`src/rtl/vtg_pkg.sv`:
```
package vtg_pkg;

   localparam int REG_AW  = 4;
   localparam int NUM_TIM = 9;

   // register indices
   localparam logic [REG_AW-1:0] A_CTRL = 4'd0;
   localparam logic [REG_AW-1:0] A_SYNC = 4'd10;
   localparam logic [REG_AW-1:0] A_DISP = 4'd11;
   // timing registers occupy indices 1..NUM_TIM in this order
   localparam int T_HTOT = 0;
   localparam int T_HACT = 1;
   localparam int T_HSS  = 2;
   localparam int T_HSE  = 3;
   localparam int T_VTOT = 4;
   localparam int T_VACT = 5;
   localparam int T_VSS  = 6;
   localparam int T_VSE  = 7;
   localparam int T_PF   = 8;

   // control bits
   localparam int B_RUN     = 0;
   localparam int B_REFRESH = 1;
   // sync control bits
   localparam int B_SOG     = 0;
   localparam int B_ALLOFF  = 1;
   localparam int B_HINV    = 3;
   localparam int B_VINV    = 4;
   localparam int B_HOFF    = 5;
   localparam int B_VOFF    = 6;
   // display control bit
   localparam int B_BLANK   = 1;

   // reset mode: 1280x1024, h porches 48/112/248, v porches 1/3/38
   function automatic int unsigned tim_default(int idx);
      case (idx)
         T_HTOT:  return 1687;
         T_HACT:  return 1279;
         T_HSS:   return 1327;
         T_HSE:   return 1439;
         T_VTOT:  return 1065;
         T_VACT:  return 1023;
         T_VSS:   return 1024;
         T_VSE:   return 1027;
         default: return 1332;
      endcase
   endfunction

endpackage

```
`src/rtl/vtg_regs.sv`:
```
module vtg_regs
   import vtg_pkg::*;
#(
   parameter int CW = 12,
   parameter int DW = 32
) (
   input  logic              clk,
   input  logic              rst_n,
   input  logic              wr_en,
   input  logic [REG_AW-1:0] wr_addr,
   input  logic [DW-1:0]     wr_data,
   output logic [CW-1:0]     tim [NUM_TIM],
   output logic              run,
   output logic              refresh,
   output logic              sog,
   output logic              all_off,
   output logic              h_inv,
   output logic              v_inv,
   output logic              h_off,
   output logic              v_off,
   output logic              blank
);

   localparam int SYNC_BITS = 7;

   logic [1:0]           ctrl_q;
   logic [SYNC_BITS-1:0] sync_q;
   logic                 disp_q;

   for (genvar g = 0; g < NUM_TIM; g++) begin : g_tim
      localparam logic [REG_AW-1:0] MY_ADDR = REG_AW'(g + 1);
      always_ff @(posedge clk) begin
         if (!rst_n)
            tim[g] <= CW'(tim_default(g));
         else if (wr_en && wr_addr == MY_ADDR)
            tim[g] <= wr_data[CW-1:0];
      end
   end

   always_ff @(posedge clk) begin
      if (!rst_n) begin
         ctrl_q <= '0;
         sync_q <= '0;
         disp_q <= 1'b0;
      end else if (wr_en) begin
         if (wr_addr == A_CTRL) ctrl_q <= wr_data[1:0];
         if (wr_addr == A_SYNC) sync_q <= wr_data[SYNC_BITS-1:0];
         if (wr_addr == A_DISP) disp_q <= wr_data[B_BLANK];
      end
   end

   assign run     = ctrl_q[B_RUN];
   assign refresh = ctrl_q[B_REFRESH];
   assign sog     = sync_q[B_SOG];
   assign all_off = sync_q[B_ALLOFF];
   assign h_inv   = sync_q[B_HINV];
   assign v_inv   = sync_q[B_VINV];
   assign h_off   = sync_q[B_HOFF];
   assign v_off   = sync_q[B_VOFF];
   assign blank   = disp_q;

endmodule

```
`src/rtl/vtg_counters.sv`:
```
module vtg_counters #(
   parameter int CW = 12
) (
   input  logic          clk,
   input  logic          rst_n,
   input  logic          run,
   input  logic [CW-1:0] h_last,
   input  logic [CW-1:0] v_last,
   output logic [CW-1:0] hcnt,
   output logic [CW-1:0] vcnt
);

   logic h_wrap, v_wrap;

   // >= so that shrinking the totals while running cannot strand a counter
   assign h_wrap = (hcnt >= h_last);
   assign v_wrap = (vcnt >= v_last);

   always_ff @(posedge clk) begin
      if (!rst_n || !run) begin
         hcnt <= '0;
         vcnt <= '0;
      end else if (h_wrap) begin
         hcnt <= '0;
         vcnt <= v_wrap ? '0 : vcnt + 1'b1;
      end else begin
         hcnt <= hcnt + 1'b1;
      end
   end

   a_r2_h_step: assert property (@(posedge clk) disable iff (!rst_n)
      (run && hcnt < h_last) |=> hcnt == $past(hcnt) + 1'b1);
   a_r2_h_wrap: assert property (@(posedge clk) disable iff (!rst_n)
      (run && hcnt == h_last) |=> hcnt == '0);
   a_r3_v_step: assert property (@(posedge clk) disable iff (!rst_n)
      (run && hcnt == h_last && vcnt < v_last) |=> vcnt == $past(vcnt) + 1'b1);
   a_r11_idle_zero: assert property (@(posedge clk) disable iff (!rst_n)
      !run |=> (hcnt == '0 && vcnt == '0));

endmodule

```
`src/rtl/vtg_syncs.sv`:
```
module vtg_syncs #(
   parameter int CW      = 12,
   parameter bit OUT_REG = 1'b0
) (
   input  logic          clk,
   input  logic          rst_n,
   input  logic          run,
   input  logic [CW-1:0] hcnt,
   input  logic [CW-1:0] vcnt,
   input  logic [CW-1:0] h_act,
   input  logic [CW-1:0] v_act,
   input  logic [CW-1:0] h_ss,
   input  logic [CW-1:0] h_se,
   input  logic [CW-1:0] v_ss,
   input  logic [CW-1:0] v_se,
   input  logic [CW-1:0] pf_pos,
   input  logic          refresh,
   input  logic          blank,
   input  logic          sog,
   input  logic          all_off,
   input  logic          h_inv,
   input  logic          v_inv,
   input  logic          h_off,
   input  logic          v_off,
   output logic          active,
   output logic          video_on,
   output logic          hsync,
   output logic          vsync,
   output logic          csync,
   output logic          prefetch
);

   logic h_raw, v_raw, act_c, von_c, hs_c, vs_c, cs_c, pf_c;

   assign h_raw = run && (hcnt > h_ss) && (hcnt <= h_se);
   assign v_raw = run && (vcnt > v_ss) && (vcnt <= v_se);
   assign act_c = run && (hcnt <= h_act) && (vcnt <= v_act);
   assign von_c = act_c && refresh && !blank;
   assign hs_c  = (all_off || h_off) ? h_inv : (h_raw ^ h_inv);
   assign vs_c  = (all_off || v_off) ? v_inv : (v_raw ^ v_inv);
   assign cs_c  = sog && !all_off && (h_raw || v_raw);
   assign pf_c  = run && (hcnt == pf_pos);

   if (OUT_REG) begin : g_reg
      always_ff @(posedge clk) begin
         if (!rst_n) begin
            {active, video_on, hsync, vsync, csync, prefetch} <= '0;
         end else begin
            active   <= act_c;
            video_on <= von_c;
            hsync    <= hs_c;
            vsync    <= vs_c;
            csync    <= cs_c;
            prefetch <= pf_c;
         end
      end
   end else begin : g_comb
      assign active   = act_c;
      assign video_on = von_c;
      assign hsync    = hs_c;
      assign vsync    = vs_c;
      assign csync    = cs_c;
      assign prefetch = pf_c;
   end

   a_r7_all_off: assert property (@(posedge clk) disable iff (!rst_n)
      all_off |-> (hs_c == h_inv && vs_c == v_inv && !cs_c));
   a_r11_idle_out: assert property (@(posedge clk) disable iff (!rst_n)
      !run |-> (!act_c && !pf_c && !h_raw && !v_raw));
   a_r8_video_in_active: assert property (@(posedge clk) disable iff (!rst_n)
      von_c |-> (act_c && hcnt <= h_act));

endmodule

```
`src/rtl/vtg_top.sv`:
```
module vtg_top
   import vtg_pkg::*;
#(
   parameter int CW      = 12,
   parameter int DW      = 32,
   parameter bit OUT_REG = 1'b0
) (
   input  logic          clk,
   input  logic          rst_n,
   input  logic          wr_en,
   input  logic [3:0]    wr_addr,
   input  logic [DW-1:0] wr_data,
   output logic [CW-1:0] h_count,
   output logic [CW-1:0] v_count,
   output logic          active,
   output logic          video_on,
   output logic          hsync,
   output logic          vsync,
   output logic          csync,
   output logic          prefetch
);

   if (CW < 11 || CW > DW) begin : g_bad_cw
      $error("vtg_top: CW must hold the reset mode and fit in DW");
   end
   if (DW < 8) begin : g_bad_dw
      $error("vtg_top: DW must cover the control bits");
   end

   logic [CW-1:0] tim [NUM_TIM];
   logic run, refresh, sog, all_off, h_inv, v_inv, h_off, v_off, blank;

   vtg_regs #(.CW(CW), .DW(DW)) u_regs (
      .clk     (clk),
      .rst_n   (rst_n),
      .wr_en   (wr_en),
      .wr_addr (wr_addr),
      .wr_data (wr_data),
      .tim     (tim),
      .run     (run),
      .refresh (refresh),
      .sog     (sog),
      .all_off (all_off),
      .h_inv   (h_inv),
      .v_inv   (v_inv),
      .h_off   (h_off),
      .v_off   (v_off),
      .blank   (blank)
   );

   vtg_counters #(.CW(CW)) u_cnt (
      .clk    (clk),
      .rst_n  (rst_n),
      .run    (run),
      .h_last (tim[T_HTOT]),
      .v_last (tim[T_VTOT]),
      .hcnt   (h_count),
      .vcnt   (v_count)
   );

   vtg_syncs #(.CW(CW), .OUT_REG(OUT_REG)) u_sync (
      .clk      (clk),
      .rst_n    (rst_n),
      .run      (run),
      .hcnt     (h_count),
      .vcnt     (v_count),
      .h_act    (tim[T_HACT]),
      .v_act    (tim[T_VACT]),
      .h_ss     (tim[T_HSS]),
      .h_se     (tim[T_HSE]),
      .v_ss     (tim[T_VSS]),
      .v_se     (tim[T_VSE]),
      .pf_pos   (tim[T_PF]),
      .refresh  (refresh),
      .blank    (blank),
      .sog      (sog),
      .all_off  (all_off),
      .h_inv    (h_inv),
      .v_inv    (v_inv),
      .h_off    (h_off),
      .v_off    (v_off),
      .active   (active),
      .video_on (video_on),
      .hsync    (hsync),
      .vsync    (vsync),
      .csync    (csync),
      .prefetch (prefetch)
   );

endmodule

```
`config.mk`:
```
export PLATFORM = sky130hd
export DESIGN_NAME = vtg_top
export DESIGN_NICKNAME = d
export VERILOG_FILES = /design/src/rtl/vtg_pkg.sv /design/src/rtl/vtg_regs.sv /design/src/rtl/vtg_counters.sv /design/src/rtl/vtg_syncs.sv /design/src/rtl/vtg_top.sv
export SDC_FILE = /design/constraint.sdc
export NUM_CORES = 1
export LEC_CHECK = 0
export BUFFER_PORTS_ARGS = -buffer_cell sky130_fd_sc_hd__buf_2
export CORE_AREA = 2 2 118 177
export DETAILED_ROUTE_END_ITERATION = 8
export DIE_AREA = 0 0 120 179
export PLACE_DENSITY_LB_ADDON = 0.05
export SKIP_CTS_REPAIR_TIMING = 1
export SLEW_MARGIN = 20
export SYNTH_ARGS = -nofsm -noshare
export SYNTH_HDL_FRONTEND = slang
export SYNTH_SLANG_ARGS = --single-unit
export TNS_END_PERCENT = 100
```
`constraint.sdc`:
```
create_clock -name clk -period 2.8 [get_ports clk]
set_input_delay 0.42 -clock clk [delete_from_list [all_inputs] [get_ports clk]]
set_output_delay 0.42 -clock clk [all_outputs]
set_load 0.05 [all_outputs]
```
# == Word-level counts from Yosys, hierarchy flattened ==
# Cells that the tools add are included.
# W data, S select, Z words.
# classes
add_sub_neg,2
magnitude_cmp,8
n_eq_ne,12
n_mux,3
bitwise_logic,2
n_reduce_logical,33
# op_table
cell,n
$le A12 B12 Y1,4
$add A12 B1 Y12 const B,2
$ge A12 B12 Y1,2
$gt A12 B12 Y1,2
$logic_and A1 B1 Y1,20
$eq A4 B3 Y1 const B,4
$eq A4 B4 Y1 const B,4
$eq A12 B12 Y1,1
$mux W12,1
$eq A4 B2 Y1 const B,2
$reduce_and A2 Y1,3
$eq A4 B1 Y1 const B,1
$logic_not A1 Y1,4
$logic_not A4 Y1,1
$logic_or A1 B1 Y1,4
$mux W1,2
$reduce_or A2 Y1,1
$xor A1 B1 Y1,2
# totals
regBits,142
in_bits,39
out_inout_bits,30
elab_cells,74

# == Longest topological paths before layout ==
# logic_depth
ltp_word,5
mapped_depth,10
mapped_depth_nobuf,8

# == Modules after synthesis ==
# Synthesis repeated with hierarchy kept, for this count alone.
# hier_totals
hier_cells,930
area_unflattened_um2,8192.9
# modules_own_cells
module,instances,cells_each,area_each_um2,seq_area_each_um2
vtg_regs,1,450,4480.5,2342.2
vtg_syncs,1,282,2043.2,0.0
vtg_counters,1,198,1669.1,480.5

# == Least setup slack after synthesis ==
# No wires, ideal clock.
# synth_path
path_kind,reg-to-output
from,reg u_cnt.hcnt[1]
to,out hsync
t_arrival_ns,2.827
t_required_ns,2.380
setup_slack_ns,-0.447
path_stages_with_launch,8
path_buffers,0
path_cell_list,dfxtp_1 -> ha_1 -> nor2b_1 -> o211ai_1 -> a21oi_1 -> o311a_1 -> nor4b_1 -> xor2_1
# synth_between
elab_chain_len,5
# synth_rtl
item,line_no,source
from (decl),vtg_counters.sv:9,"output logic [CW-1:0] hcnt,"
from (signal assigned),vtg_counters.sv:27,hcnt <= hcnt + 1'b1;
$gt A12 B12 Y1,vtg_syncs.sv:35,assign h_raw = run && (hcnt > h_ss) && (hcnt <= h_se);
$logic_and A1 B1 Y1,vtg_syncs.sv:35,
$logic_and A1 B1 Y1 (*),vtg_syncs.sv:35,
$xor A1 B1 Y1 (*),vtg_syncs.sv:39,assign hs_c = (all_off || h_off) ? h_inv : (h_raw ^ h_inv);
$mux W1 (*),vtg_syncs.sv:39,
to (decl),vtg_top.sv:17,"output logic hsync,"
# Every way passes the cells marked *; elsewhere a longest branch is shown, timed or not.

# == Worst setup path after layout ==
# layout_path
from,reg u_cnt.hcnt[1]
to,out video_on
# layout_between
elab_chain_len,5
# layout_rtl
item,line_no,source
$le A12 B12 Y1,vtg_syncs.sv:37,assign act_c = run && (hcnt <= h_act) && (vcnt <= v_act);
$logic_and A1 B1 Y1 (2 in a row),vtg_syncs.sv:37,
$logic_and A1 B1 Y1 (2 in a row),vtg_syncs.sv:38,assign von_c = act_c && refresh && !blank;
to (decl),vtg_top.sv:16,"output logic video_on,"
# No other way between the ends.

==> results by group <==
Synthesis
  – Async S/R FF share, synth: 0%
  – Mapped cell area: ~7900 um^2
  – Area share of the largest cell type after synthesis: between 30% and 40%
  – Cell variety after synth: 53
  – Number of synthesized flops with an enable pin: 0
  – Net Count, Synth: roughly 1.1k
  – Mean area per synthesized cell: roughly 8.2 um^2
  – Post-synth top flop: dfxtp_1
  – Synth top area cells: dfxtp_1 (36%), ha_1 (16%), nand2_1 (9.6%)
  – Largest area contributor in the netlist: dfxtp_1
  – Sequential element share of the synthesized area: 35.9%
  – Yosys warns: 0
  – Cells after synthesis: between 900 and 1k
  – Register bit total from synthesis: between 100 and 150

Power and ir drop
  – Pwr dens: just under 500 nW/um^2
  – Clock power share: roughly half
  – Reg power frac: 43.5%
  – Switching Power: around 0.0011 W
  – Sw frac: between 20% and 30%
  – Leakage: between 4 and 5 nW
  – P_int: approximately 0.0036 W
  – Logic pwr share: about 5.2%
  – Max VDD drop: a little over 0.4 mV

Floorplanning
  – Die width: between 100 and 150 um
  – Placement row count: 64
  – IO Pins: 69
  – Initial Util: around two fifths
  – Die Ht: 179 um
  – Core area: roughly 20000 um^2
  – Die footprint: about 21000 um^2

Detailed routing
  – DRT Wirelength: between 20000 and 25000 um
  – Post-route ant nets: 0
  – Drt wl/cell: between 15 and 20 um
  – DR DRC count: 0
  – DR pass1 iterations: 4
  – Via count: about 6.8k
  – 1st-iter DRT viols: 403
  – Vias/cell: about 5.2

Critical path
  – Startpoint types: register
  – Setup CP Type: register to output pin
  – CP max FO: 5
  – Cell Chain, Critical Path: ha_4, nor2b_4, o211ai_1, a21oi_1, o41ai_2, buf_4, o311a_4, and3b_2, buf_8
  – Slowest-stage cell, CP: dfxtp_4
  – Required time of the critical path: between 2 and 2.5 ns
  – Worst EP arrival: ~2.6 ns
  – CP Capture Type: output pin
  – Worst path depth: 9
  – Delay-heaviest family, CP: compound AO/OA/AOI/OAI gates
  – Crit path largest cell delay: around 0.41 ns
  – Reg2Reg Depth: 11
  – CP Buf/Inv Count: 2

Clocking
  – H-tree Lvls: 4
  – Clock Tree Buf Depth: 2
  – CTS clk-pin slew, worst paths: roughly 0.06 ns
  – CTS tree: yes
  – Clk root buf: clkbuf_16
  – CTS Sinks: around 140
  – Insertion delay to the later sink of the worst-skew pair: between 0.4 and 0.5 ns
  – Total CTS buffers: 17

STA
  – RSZ-0062 raised after global routing: yes
  – Least-Margin Pin Slew: between 0.7 and 0.8 ns
  – Final worst slack: -0.193 ns
  – Worst hold margin: 0.255 ns
  – Worst slew margin: about 47%
  – Max Clk Rate: approximately 330 MHz
  – Count of final setup violators: 5
  – Max-slew violations: 0
  – Fin Clk Skew: roughly 0.012 ns
  – Final Hold Viols: 0
  – Tcrit/Tclk final: 107%
  – Final worst path period need: 2.99 ns

Outcome
  – Status: finished, violations left
  – Violated checks: setup timing

Final layout
  – Fillcell total: 1951
  – Core Util, Final: between 40 and 50%
  – Layout cells sized above 1: slightly above 20%
  – Nets: 1178
  – Synth-to-Final Area Change: 23.8%
  – Post-Layout Cell Count: ~1.3k

Global routing
  – Initial antenna violation count: 2
  – Gr usage total: ~23%
  – Largest net degree at the start of global routing: between 100 and 150
  – Vias in the first global route: between 6k and 7k
  – First-pass GRT wire length: 36200 um
  – Grt ovf: 0

Min path
  – Hold Crit Class: input pin to register
  – Worst Hold Depth: 2

Placed design
  – Final HPWL DP: between 15000 and 20000 um
  – Pre-CTS setup slack: about 0.041 ns
  – DP Cell Count: about 1.3k
  – Port Buffer Count: 48
  – GPL Wtd Cong: just over 0.8

Flow run
  – Max_cap viols: 0
## final cells by class
type                       instances  area (um^2)  share of cell area (%)
multi-input combinational        685         4850                    49.8
sequential                       141         2880                    29.5
timing repair buffer             102          716                    7.35
clock buffer                      18          439                    4.51
inverter                          94          357                    3.66
tap                              264          330                    3.39
clock inverter                    12          171                    1.76
antenna                            2         5.00                  0.0514
## worst paths after layout
path,slack (ns),from,end
max reg2reg,0.32,u_cnt.hcnt[1]$_SDFF_PP0_,u_cnt.vcnt[9]$_SDFFE_PP0P_
max,-0.19,u_cnt.hcnt[1]$_SDFF_PP0_,video_on
min reg2reg,0.46,u_regs.tim[52]$_SDFFE_PN0P_,u_regs.tim[52]$_SDFFE_PN0P_
min,0.26,rst_n,u_regs.tim[36]$_SDFFE_PN1P_
## logic make-up (layout without fill, tap and decap cells)
kind of cell / count (synthesis) / after routing / synth area share, %
flip-flops: 141 / 141 / 35.9
multiplexers: 6 / 6 / 0.763
adder cells (fa/ha/maj): 98 / 98 / 15.6
AO/OA/AOI/OAI: 204 / 204 / 17.8
other: 0 / 2 / 0
buffers and inverters: 138 / 226 / 6.84
XOR/XNOR: 24 / 24 / 2.67
AND/OR/NAND/NOR: 353 / 353 / 20.5
## Yosys cell counts (all sizes together), types with 8 or more instances
library cell / count
a21boi: 57
a21o: 8
a21oi: 40
and3: 10
buf: 9
clkbuf: 35
dfxtp: 141
ha: 98
inv: 94
nand2: 201
nand3: 34
nand4: 23
nor2: 34
nor2b: 16
o211ai: 50
o21ai: 21
xnor2: 12
xor2: 12
## layout by cell type (no fill, tap or decap), drive strengths merged, types with 4 or more instances in the layout
cell / synthesis / final
a211oi: 7 / 7
a21boi: 57 / 57
a21o: 8 / 8
a21oi: 40 / 40
and3: 10 / 10
buf: 9 / 102
bufinv: 0 / 4
clkbuf: 35 / 18
clkinv: 0 / 5
clkinvlp: 0 / 4
dfxtp: 141 / 141
ha: 98 / 98
inv: 94 / 93
mux2i: 6 / 6
nand2: 201 / 201
nand2b: 5 / 5
nand3: 34 / 34
nand4: 23 / 23
nor2: 34 / 34
nor2b: 16 / 16
nor3: 5 / 5
o211ai: 50 / 50
o21ai: 21 / 21
or3: 7 / 7
xnor2: 12 / 12
xor2: 12 / 12
## flip-flops by register name (all words and copies together), names as in the netlist
| register | cells |
|---|---|
| u_cnt.hcnt | 12 |
| u_regs.ctrl_q | 2 |
| u_regs.blank | 1 |
| u_regs.tim | 108 |
| u_regs.sync_q | 6 |
| u_cnt.vcnt | 12 |
## power groups by stage
stage | Clock, W | Combinational (W) | Sequential (W)
after floorplan | 0 | 0.000146 | 0.00209
final | 0.00241 | 0.000242 | 0.00204
after global routing | 0.00256 | 0.000263 | 0.00204
after CTS | 0.00246 | 0.000233 | 0.00205
after global placement | 0 | 0.000230 | 0.00209
after detailed placement | 0 | 0.000232 | 0.00209
## metal layers
metal / global-route usage (%) / share of wire (%) / wire length [um] / up-vias
li1: - / - / - / 3468
met3: 4.04 / 3.9 / 945 / 35
met5: 0 / 0 / 0 / -
met4: 8.92 / 2.7 / 653 / 0
met1: 27.5 / 43 / 10400 / 3201
met2: 39.7 / 50 / 12100 / 134
## metrics by stage
| step | power (W) | setup TNS [ns] | instance area (um^2) |
|---|---|---|---|
| after floorplan | 0.00223 | -0.0764 | 7930 |
| after global placement | 0.00232 | 0 | 8700 |
| after detailed placement | 0.00232 | 0 | 8700 |
| after CTS | 0.00474 | -1.80 | 9310 |
| after global routing | 0.00486 | -1.04 | 9740 |
| final | 0.00469 | -0.529 | 9740 |
No activity file was read; power rests on OpenSTA's default activity.
